==> src/rtl/bcd_string_engine.sv <==
module bcd_string_engine #(
  parameter int AW = 16,
  parameter int CW = 8
) (
  input  logic          clk,
  input  logic          rst_n,
  input  logic          start,
  input  logic [1:0]    op,
  input  logic [AW-1:0] src_ptr,
  input  logic [AW-1:0] dst_ptr,
  input  logic [CW-1:0] digits,
  output logic          busy,
  output logic [AW-1:0] mem_addr,
  output logic          mem_rd,
  output logic          mem_wr,
  output logic [7:0]    mem_wdata,
  input  logic [7:0]    mem_rdata,
  output logic          flag_cy,
  output logic          flag_ov,
  output logic          flag_z
);
  localparam int BW = CW - 1;
  localparam logic [4:0] LAST_STEP = 5'd18;
  localparam logic [2:0] HEAD = 3'd7;
  localparam logic [1:0] OP_ADD = 2'b00;

  logic [2:0]    hd;
  logic [BW-1:0] nb;
  logic [4:0]    stp;
  logic [1:0]    mode;
  logic [AW-1:0] sp, dp;
  logic [7:0]    sb, db, res;
  logic          cy_w, z_w, ov_w;
  logic          walk, sub, fin;
  logic [4:0]    lo_t, hi_t;

  function automatic logic [4:0] dig(input logic [3:0] d, input logic [3:0] a,
                                     input logic c, input logic s);
    logic [4:0] t;
    if (!s) begin
      t = {1'b0, d} + {1'b0, a} + {4'd0, c};
      if (t > 5'd9) t = t + 5'd6;
    end else begin
      t = {1'b0, d} - {1'b0, a} - {4'd0, c};
      if (t[4]) t = t - 5'd6;
    end
    return t;
  endfunction

  assign busy      = (hd != 3'd0) || (nb != '0);
  assign walk      = (hd == 3'd0) && (nb != '0);
  assign sub       = (mode != OP_ADD);
  assign mem_rd    = walk && (stp == 5'd0 || stp == 5'd1);
  assign mem_wr    = walk && (stp == 5'd5) && !mode[1];
  assign mem_addr  = (stp == 5'd0) ? sp : dp;
  assign mem_wdata = res;
  assign lo_t      = dig(db[3:0], sb[3:0], cy_w, sub);
  assign hi_t      = dig(db[7:4], sb[7:4], cy_w, sub);
  assign fin       = (hd == 3'd1 && nb == '0) ||
                     (hd == 3'd0 && nb == BW'(1) && stp == LAST_STEP);

  always_ff @(posedge clk) begin
    if (!rst_n) begin
      hd <= '0; nb <= '0; stp <= '0; mode <= '0;
      sp <= '0; dp <= '0; sb <= '0; db <= '0; res <= '0;
      cy_w <= 1'b0; z_w <= 1'b1; ov_w <= 1'b0;
      flag_cy <= 1'b0; flag_ov <= 1'b0; flag_z <= 1'b0;
    end else begin
      if (fin) begin
        flag_cy <= cy_w;
        flag_ov <= ov_w;
        flag_z  <= z_w;
      end
      if (!busy) begin
        if (start) begin
          hd   <= HEAD;
          nb   <= digits[CW-1:1];
          stp  <= '0;
          mode <= op;
          sp   <= src_ptr;
          dp   <= dst_ptr;
          cy_w <= 1'b0;
          z_w  <= 1'b1;
          ov_w <= 1'b0;
        end
      end else if (hd != 3'd0) begin
        hd <= hd - 3'd1;
      end else begin
        case (stp)
          5'd1: sb <= mem_rdata;
          5'd2: db <= mem_rdata;
          5'd3: begin
            res[3:0] <= lo_t[3:0];
            cy_w     <= lo_t[4];
            if (lo_t[3:0] != 4'd0) z_w <= 1'b0;
          end
          5'd4: begin
            res[7:4] <= hi_t[3:0];
            cy_w     <= hi_t[4];
            if (hi_t[3:0] != 4'd0) z_w <= 1'b0;
            if (nb == BW'(1)) begin
              if (!sub)
                ov_w <= ((db[7:4] >= 4'd5) == (sb[7:4] >= 4'd5)) &&
                        ((hi_t[3:0] >= 4'd5) != (db[7:4] >= 4'd5));
              else
                ov_w <= ((db[7:4] >= 4'd5) != (sb[7:4] >= 4'd5)) &&
                        ((hi_t[3:0] >= 4'd5) != (db[7:4] >= 4'd5));
            end
          end
          default: ;
        endcase
        if (stp == LAST_STEP) begin
          stp <= '0;
          nb  <= nb - BW'(1);
          sp  <= sp + AW'(1);
          dp  <= dp + AW'(1);
        end else begin
          stp <= stp + 5'd1;
        end
      end
    end
  end

  // nothing touches memory while idle
  p_idle_quiet_r1: assert property (@(posedge clk) disable iff (!rst_n)
    !busy |-> !mem_rd && !mem_wr);

  // an accepted start raises busy on the next cycle
  p_start_busy_r2: assert property (@(posedge clk) disable iff (!rst_n)
    start && !busy |=> busy);

  // compare mode never writes
  p_cmp_no_write_r5: assert property (@(posedge clk) disable iff (!rst_n)
    busy && mode[1] |-> !mem_wr);

  // flags hold while an operation runs
  p_flags_hold_r11: assert property (@(posedge clk) disable iff (!rst_n)
    busy && $past(busy) |-> $stable({flag_cy, flag_ov, flag_z}));

  // a write lands on the destination byte read four cycles earlier
  p_wr_to_dst_r12: assert property (@(posedge clk) disable iff (!rst_n)
    mem_wr |-> $past(mem_rd, 4) && (mem_addr == $past(mem_addr, 4)));

  // a short count issues no memory access at all
  p_short_no_access_r10: assert property (@(posedge clk) disable iff (!rst_n)
    busy && nb == '0 |-> !mem_rd && !mem_wr);
endmodule

==> config.mk <==
export PLATFORM = sky130hd
export DESIGN_NAME = bcd_string_engine
export DESIGN_NICKNAME = d
export VERILOG_FILES = /design/src/rtl/bcd_string_engine.sv
export SDC_FILE = /design/constraint.sdc
export NUM_CORES = 1
export LEC_CHECK = 0
export ABC_CLOCK_PERIOD_IN_PS = 3400
export BUFFER_PORTS_ARGS = -buffer_cell sky130_fd_sc_hd__buf_2
export CAP_MARGIN = 20
export CORE_MARGIN = 10
export CORE_UTILIZATION = 58
export CTS_CLUSTER_DIAMETER = 120
export CTS_CLUSTER_SIZE = 8
export DETAILED_ROUTE_END_ITERATION = 16
export GPL_TIMING_DRIVEN = 0
export PLACE_DENSITY = 0.81
export SLEW_MARGIN = 20
export SYNTH_ARGS = -nofsm -noshare
export SYNTH_HDL_FRONTEND = slang
export SYNTH_SLANG_ARGS = --single-unit
==> constraint.sdc <==
create_clock -name clk -period 3.4 [get_ports clk]
set_input_delay 0.68 -clock clk [delete_from_list [all_inputs] [get_ports clk]]
set_output_delay 0.68 -clock clk [all_outputs]
set_load 0.05 [all_outputs]
==> results of run 1 <==
[cells by family (layout without fill, tap and decap cells)]
group | after synthesis | count (layout)
DFF | 79 | 79
AOI/OAI and AO/OA | 191 | 191
muxes | 41 | 41
adders and majority gates | 43 | 43
buffers and inverters | 67 | 164
xor gates and xnor gates | 16 | 16
and+or+nand+nor | 278 | 278
[Yosys cell counts, drive strengths merged (10+ instances only)]
cell type,count,share of area [%]
a21oi,49,4.4
o21ai,71,6.3
nand2,80,5.3
dfxtp,79,28
nor3b,10,1.3
clkbuf,19,1.3
mux2,15,3.0
ha,35,7.7
and3,17,1.9
nor2,46,3.3
buf,13,1.2
nor3,14,1.3
mux2i,25,4.4
inv,35,2.3
and2,32,3.5
nor2b,31,3.4
nand3,23,2.1
[layer usage]
metal | part of all wire [%] | wire [um] | up-vias | track usage (%)
met5 | 0 | 0 | - | 0
met4 | 1.6 | 266 | 0 | 5.88
met3 | 9.5 | 1550 | 31 | 5.85
met2 | 45 | 7350 | 281 | 36.4
met1 | 44 | 7190 | 2660 | 29.2
li1 | - | - | 2696 | -
[registers in the layout, indices dropped and copies added, names as in the netlist]
signal,cells
dp,16
sp,16
db,8
mem_wdata,8
sb,8
nb,7
stp,5
hd,3
mode,2
cy_w,1
flag_cy,1
flag_ov,1
flag_z,1
ov_w,1
z_w,1
[area by class of cell]
type                    count  area [um^2]
multi-input cells         569         3840
clock inverters             4         52.6
inverters                  35          131
plain buffers              32          143
well taps                 129          161
flip-flops and latches     79         1580
clock buffers              12          165
fillers                   825         2890
repair buffers             81          410
[worst max-delay path: cells and delay by family, from the launching register on]
kind / cells / cell delay [ns]
adder cells (fa/ha/maj): 3 / 1.25
AO/OA/AOI/OAI: 7 / 1.26
flip-flops: 1 / 0.36
AND/OR/NAND/NOR: 1 / 0.16
buffers and inverters: 1 / 0.09
[how the worst min path moves through the flow]
stage	slack, ns	start	endpoint
5_1_grt	0.52	nb[1]	nb[1]
4_1_cts	0.47	nb[1]	nb[1]
6_report	0.47	nb[1]	nb[1]
3_3_place_gp	0.45	nb[1]	nb[1]
2_1_floorplan	0.44	nb[1]	nb[1]
3_5_place_dp	0.46	nb[1]	nb[1]
[timing repair]
| item | CTS | global route |
|---|---|---|
| setup buffers | 0 | 2 |
| gates resized for setup | 2 | 5 |
| setup endpoints to repair | 8 | 8 |
| pin swaps | 0 | 1 |
| gates cloned | 0 | 0 |
[power by group through the flow]
stage                     clock network [mW]  registers (mW)  logic, mW
final                                  0.777            1.19       2.74
after global routing                   0.813            1.21       2.99
after global placement                     0            1.20       2.56
after CTS                              0.772            1.19       2.65
after detailed placement                   0            1.21       2.63
after floorplan                            0            1.19       1.93
==> summary.md, run 1 <==
| Metric | Value |
|---|---|
| Routed vias | around 5700 |
| Hold depth | 2 |
| Switching part of the total | between 50% and 60% |
| Setup WS post-layout | between 0.15 and 0.2 ns |
| Post-synth net total | 811 |
| Largest family of logic cells by synthesized area | simple AND/OR/NAND/NOR gates |
| Clock power share | 16.5% |
| RR Endpoint | ov_w |
| XOR/XNOR Fraction of Synth Area | 2.48% |
| Clk Latency, worst-skew pair | ~0.37 ns |
| Combinational Power Share | 58.2% |
| CTS root buf | clkbuf_8 |
| Site row count | 35 |
| Synth async-reset ratio | 0% |
| Post-CTS Hold Fix Bufs | 0 |
| Placed cells | ~920 |
| Worst min path class | reg2reg |
| Crit-path max cell delay | 0.51 ns |
| Vias/cell | 6.02 |
| Fmax achieved | 311 MHz |
| CP startpoint | sb[4] |
| Overall Power | approximately 4.7 mW |
| Syn Area/Cell | 7.92 um^2 |
| Synth Area in Compound Gates | a little over a fifth |
| Clk sinks | 79 |
| Drc violations | 0 |
| Initial antenna violation count | 0 |
| Die area | 14100 um^2 |
| Fin crit period | 3.22 ns |
| Sum Neg Setup Slack | 0 ns |
| Cell count after synthesis | about 720 |
| GRT Util Overall | 22.6% |
| Diode count | 0 |
| Worst path most repeated cell | o211ai_1 |
| H-tree depth | 3 |
| Cell Area, Placed | between 6000 and 7000 um^2 |
| Sequential Power Share | around 25% |
| Total leakage power | 2.83 nW |
| Max Root-Sink Buffers | 2 |
| Synth-to-Final Area Change | 14.5% |
| Unrepaired setup endpoints after global routing | no |
| Ports | 83 |
| Half-perimeter wire length after placement | 12.4 mm |
| Final core occ | 69.2% |
| Initial DRC count | 570 |
| Arrival @ worst endpoint | 3.48 ns |
| Final Hold Fails | 0 |
| VDD IR-drop max | 561 uV |
| Final Cycle Share | 94.6% |
| Final setup vio count | 0 |
| Drt first pass iters | 5 |
| Most frequent cells in the layout | buf_2 (90), nand2_1 (80), dfxtp_1 (78), o21ai_0 (69), a21oi_1 (48) |
| Setup WS pre-CTS | 0.0854 ns |
| Slew HR | 56.9% |
| Cts bufs inserted | 9 |
| DIE WIDTH | 119 um |
| Worst-path clk slew | 0.09 ns |
| CP max-delay cell | fa_2 |
| CP Max Fanout | 8 |
| Synthesized area | around 5700 um^2 |
| Max_cap viols | 0 |
| CP Class | reg2reg |
| Max-slew violations | 0 |
| Commonest non-fill, non-tap cell in the layout | buf_2 |
| Status | finished clean |
| Critical Path End Type | register |
| Number of global-route vias before repair | around 5500 |
| Mux contribution to synthesized area | 7.80% |
| Synth Area in Simple Gates | 25.4% |
| ANT nets after route | 0 |
| Reg2reg path depth | 12 |
| First-pass GRT wire length | 26.8 mm |
| Gp weighted congestion | between 0.9 and 1 |
| Ys flop type | dfxtp_1 |
| Synth Area in Adders | a little over a tenth |
| Worst EP required | 3.67 ns |
| CTS tree | built |
| R2R Setup Slk | around 0.18 ns |
| Final hold slack | 0.468 ns |
| Sw power | 2.36 mW |
| Worst setup SP type | register |
| Die Y | 119 um |
| Clock Skew | 0.0163 ns |
| Layout cells sized above 1 | a little under a fifth |
| Nets | about 900 |
| Post-route cell area | around 6500 um^2 |
| Seq/Total Area, Yosys | 27.9% |
| Largest net degree at the start of global routing | 14 |
| Flops & latches, synth | 79 |
| Worst r2r src | sb[4] |
| Final Instance Count excl. Fillers | 941 |
| EDFF count, synth | 0 |
| Int Pwr | 2.35 mW |
| Worst setup path end | ov_w |
| Grt ovf | 0 |
| Actual slew at the worst max-slew pin | 0.646 ns |
| WL per Instance | 17.4 um |
| Routed wire length | 16.4 mm |
| Yosys warning count | 0 |
| PortBufs | 79 |
| Initial core utilization | 60.4% |
| PD cells | between 700 and 800 nW/um^2 |
| Synth unique cells | 66 |
| Core area | 9370 um^2 |
| Sequence of cells on the critical path | fa_1, inv_1, fa_2, ha_1, a21boi_0, a31oi_1, o21ai_1, a41oi_2, a31oi_2, o211ai_1, o211ai_1, and3b_1 |
(Power assumes the default switching activity.)
==> inputs of run 2 (changes only) <==
--- a/config.mk
+++ b/config.mk
@@ -13,7 +13,6 @@
 export CTS_CLUSTER_DIAMETER = 120
 export CTS_CLUSTER_SIZE = 8
 export DETAILED_ROUTE_END_ITERATION = 16
-export GPL_TIMING_DRIVEN = 0
 export PLACE_DENSITY = 0.81
 export SLEW_MARGIN = 20
 export SYNTH_ARGS = -nofsm -noshare
==> constraint.sdc (replaced) <==
create_clock -name clk -period 3.4 [get_ports clk]
set_input_delay 0.34 -clock clk [delete_from_list [all_inputs] [get_ports clk]]
set_output_delay 0.34 -clock clk [all_outputs]
set_load 0.05 [all_outputs]
==> summary.md, run 2 (synthesis gave the netlist of run 1 again) <==
| Metric | Value |
|---|---|
| Most frequent cells in the layout | buf_2 (81), nand2_1 (80), dfxtp_1 (79), o21ai_0 (69), a21oi_1 (48) |
| Drc violations | 0 |
| Clk sinks | 79 |
| CP Class | reg2reg |
| Multi-input gate area in the final layout | 3820 um^2 |
| Number of global-route vias before repair | a little over 5000 |
| DIE WIDTH | 119 um |
| Commonest non-fill, non-tap cell in the layout | buf_2 |
| Final Hold Fails | 0 |
| Clk Latency, worst-skew pair | 0.37 ns |
| Final setup vio count | 0 |
| Die area | 14100 um^2 |
| Top Usage Layer GRT | met2 |
| Layout cells sized above 1 | between 15 and 20% |
| Post-CTS Hold Fix Bufs | 0 |
| Setup WS post-layout | 0.100 ns |
| Fin crit period | between 3 and 4 ns |
| Diode count | 0 |
| Max_cap viols | 0 |
| CP Max Fanout | 8 |
| Met2 Usage GRT | 32.5% |
| Met1 Use GR | approximately a quarter |
| Final core occ | 68.1% |
| Max Root-Sink Buffers | 2 |
| H-tree depth | 3 |
| Die Y | 119 um |
| Drt first pass iters | 6 |
| Total leakage power | 2.79 nW |
| First-pass GRT wire length | about 24 mm |
| Final Cycle Share | a little over nine tenths |
| Overall Power | 4.43 mW |
| Nets | just under 900 |
| PD cells | between 600 and 700 nW/um^2 |
| CP startpoint | sb[4] |
| Core area | 9370 um^2 |
| Routed wire length | around 15 mm |
| Biggest regs | dp x16, sp x16 |
| CTS root buf | clkbuf_8 |
| Worst EP required | between 3 and 4 ns |
| Grt ovf | 0 |
| Status | finished clean |
| Cts bufs inserted | 9 |
| Vias/cell | just under 6 |
| Synth-to-Final Area Change | 12.7% |
| Arrival @ worst endpoint | roughly 3.6 ns |
| WL per Instance | 15.9 um |
| CTS tree | built |
| Worst setup SP type | register |
| Routed vias | 5388 |
| Gp weighted congestion | roughly 0.9 |
| Initial antenna violation count | 0 |
| Ports | 83 |
| Worst min path class | in2reg |
| Half-perimeter wire length after placement | 10.6 mm |
| Setup WS pre-CTS | around 0.15 ns |
| Fmax achieved | 303 MHz |
| Clock Skew | about 0.014 ns |
| Site row count | 35 |
| Largest net degree at the start of global routing | 50 |
| Critical Path End Type | register |
| ANT nets after route | 0 |
| Met3 usage | 3.90% |
| Slew HR | 45.9% |
| Max-slew violations | 0 |
| VDD IR-drop max | 608 uV |
| GRT Util Overall | 19.9% |
| # fillers | 779 |
| Hold depth | 3 |
| Worst-path clk slew | 0.09 ns |
| Register Area | 1580 um^2 |
| PortBufs | 81 |
| Actual slew at the worst max-slew pin | 0.810 ns |
| Worst r2r src | sb[4] |
| HP Start | mem_rdata[0] |
| Reg2reg path depth | 12 |
| Initial core utilization | 60.4% |
| Initial DRC count | 501 |
## run 2: worst paths after layout
kind,endpoint,slack [ns]
setup / recovery,ov_w,0.10
hold / removal,db[0],0.24
setup reg to reg,ov_w,0.10
hold reg to reg,nb[1],0.47
## run 2: metrics by stage
stage / cells / hold slack (ns) / cell area [um^2] / TNS [ns]
2_1_floorplan: 715 / 0.441 / 5660 / 0
3_3_place_gp: 899 / 0.453 / 6130 / 0
3_5_place_dp: 899 / 0.460 / 6130 / 0
4_1_cts: 915 / 0.239 / 6360 / 0
5_1_grt: 916 / 0.261 / 6380 / -0.0568
6_report: 916 / 0.239 / 6380 / 0
## run 2: final cells by class
| type | count | area share, % |
|---|---|---|
| multi-input cells | 569 | 59.8 |
| flip-flops and latches | 79 | 24.8 |
| repair buffers | 88 | 7.18 |
| well taps | 129 | 2.53 |
| clock buffers | 11 | 2.37 |
| inverters | 35 | 2.06 |
| clock inverters | 5 | 1.26 |
## run 2: worst max-delay path: stages, from the launching register on
cell	delay [ns]
dfxtp_1	0.35
fa_1	0.46
inv_1	0.09
fa_2	0.51
ha_1	0.26
a21boi_0	0.15
a31oi_1	0.25
o21ai_1	0.18
a41oi_2	0.28
a31oi_2	0.16
o211ai_1	0.23
o211ai_1	0.11
and3b_1	0.17
## run 2: layer usage
metal	wire length, um	share of wire (%)
met3	910	6.3
met4	208	1.4
met1	6610	45
met5	0	0
met2	6800	47
## run 2: timing repair
action,4_1_cts,5_1_grt
endpoints found under the setup margin,0,2
gates resized for setup,0,2
setup buffers,0,1
## run 2: where the power goes
part / switching (mW) / internal (mW) / leakage (nW) / total [mW]
Combinational: 1.63 / 0.783 / 2.04 / 2.42
Sequential: 0.132 / 1.06 / 0.639 / 1.19
Clock: 0.371 / 0.453 / 0.112 / 0.824
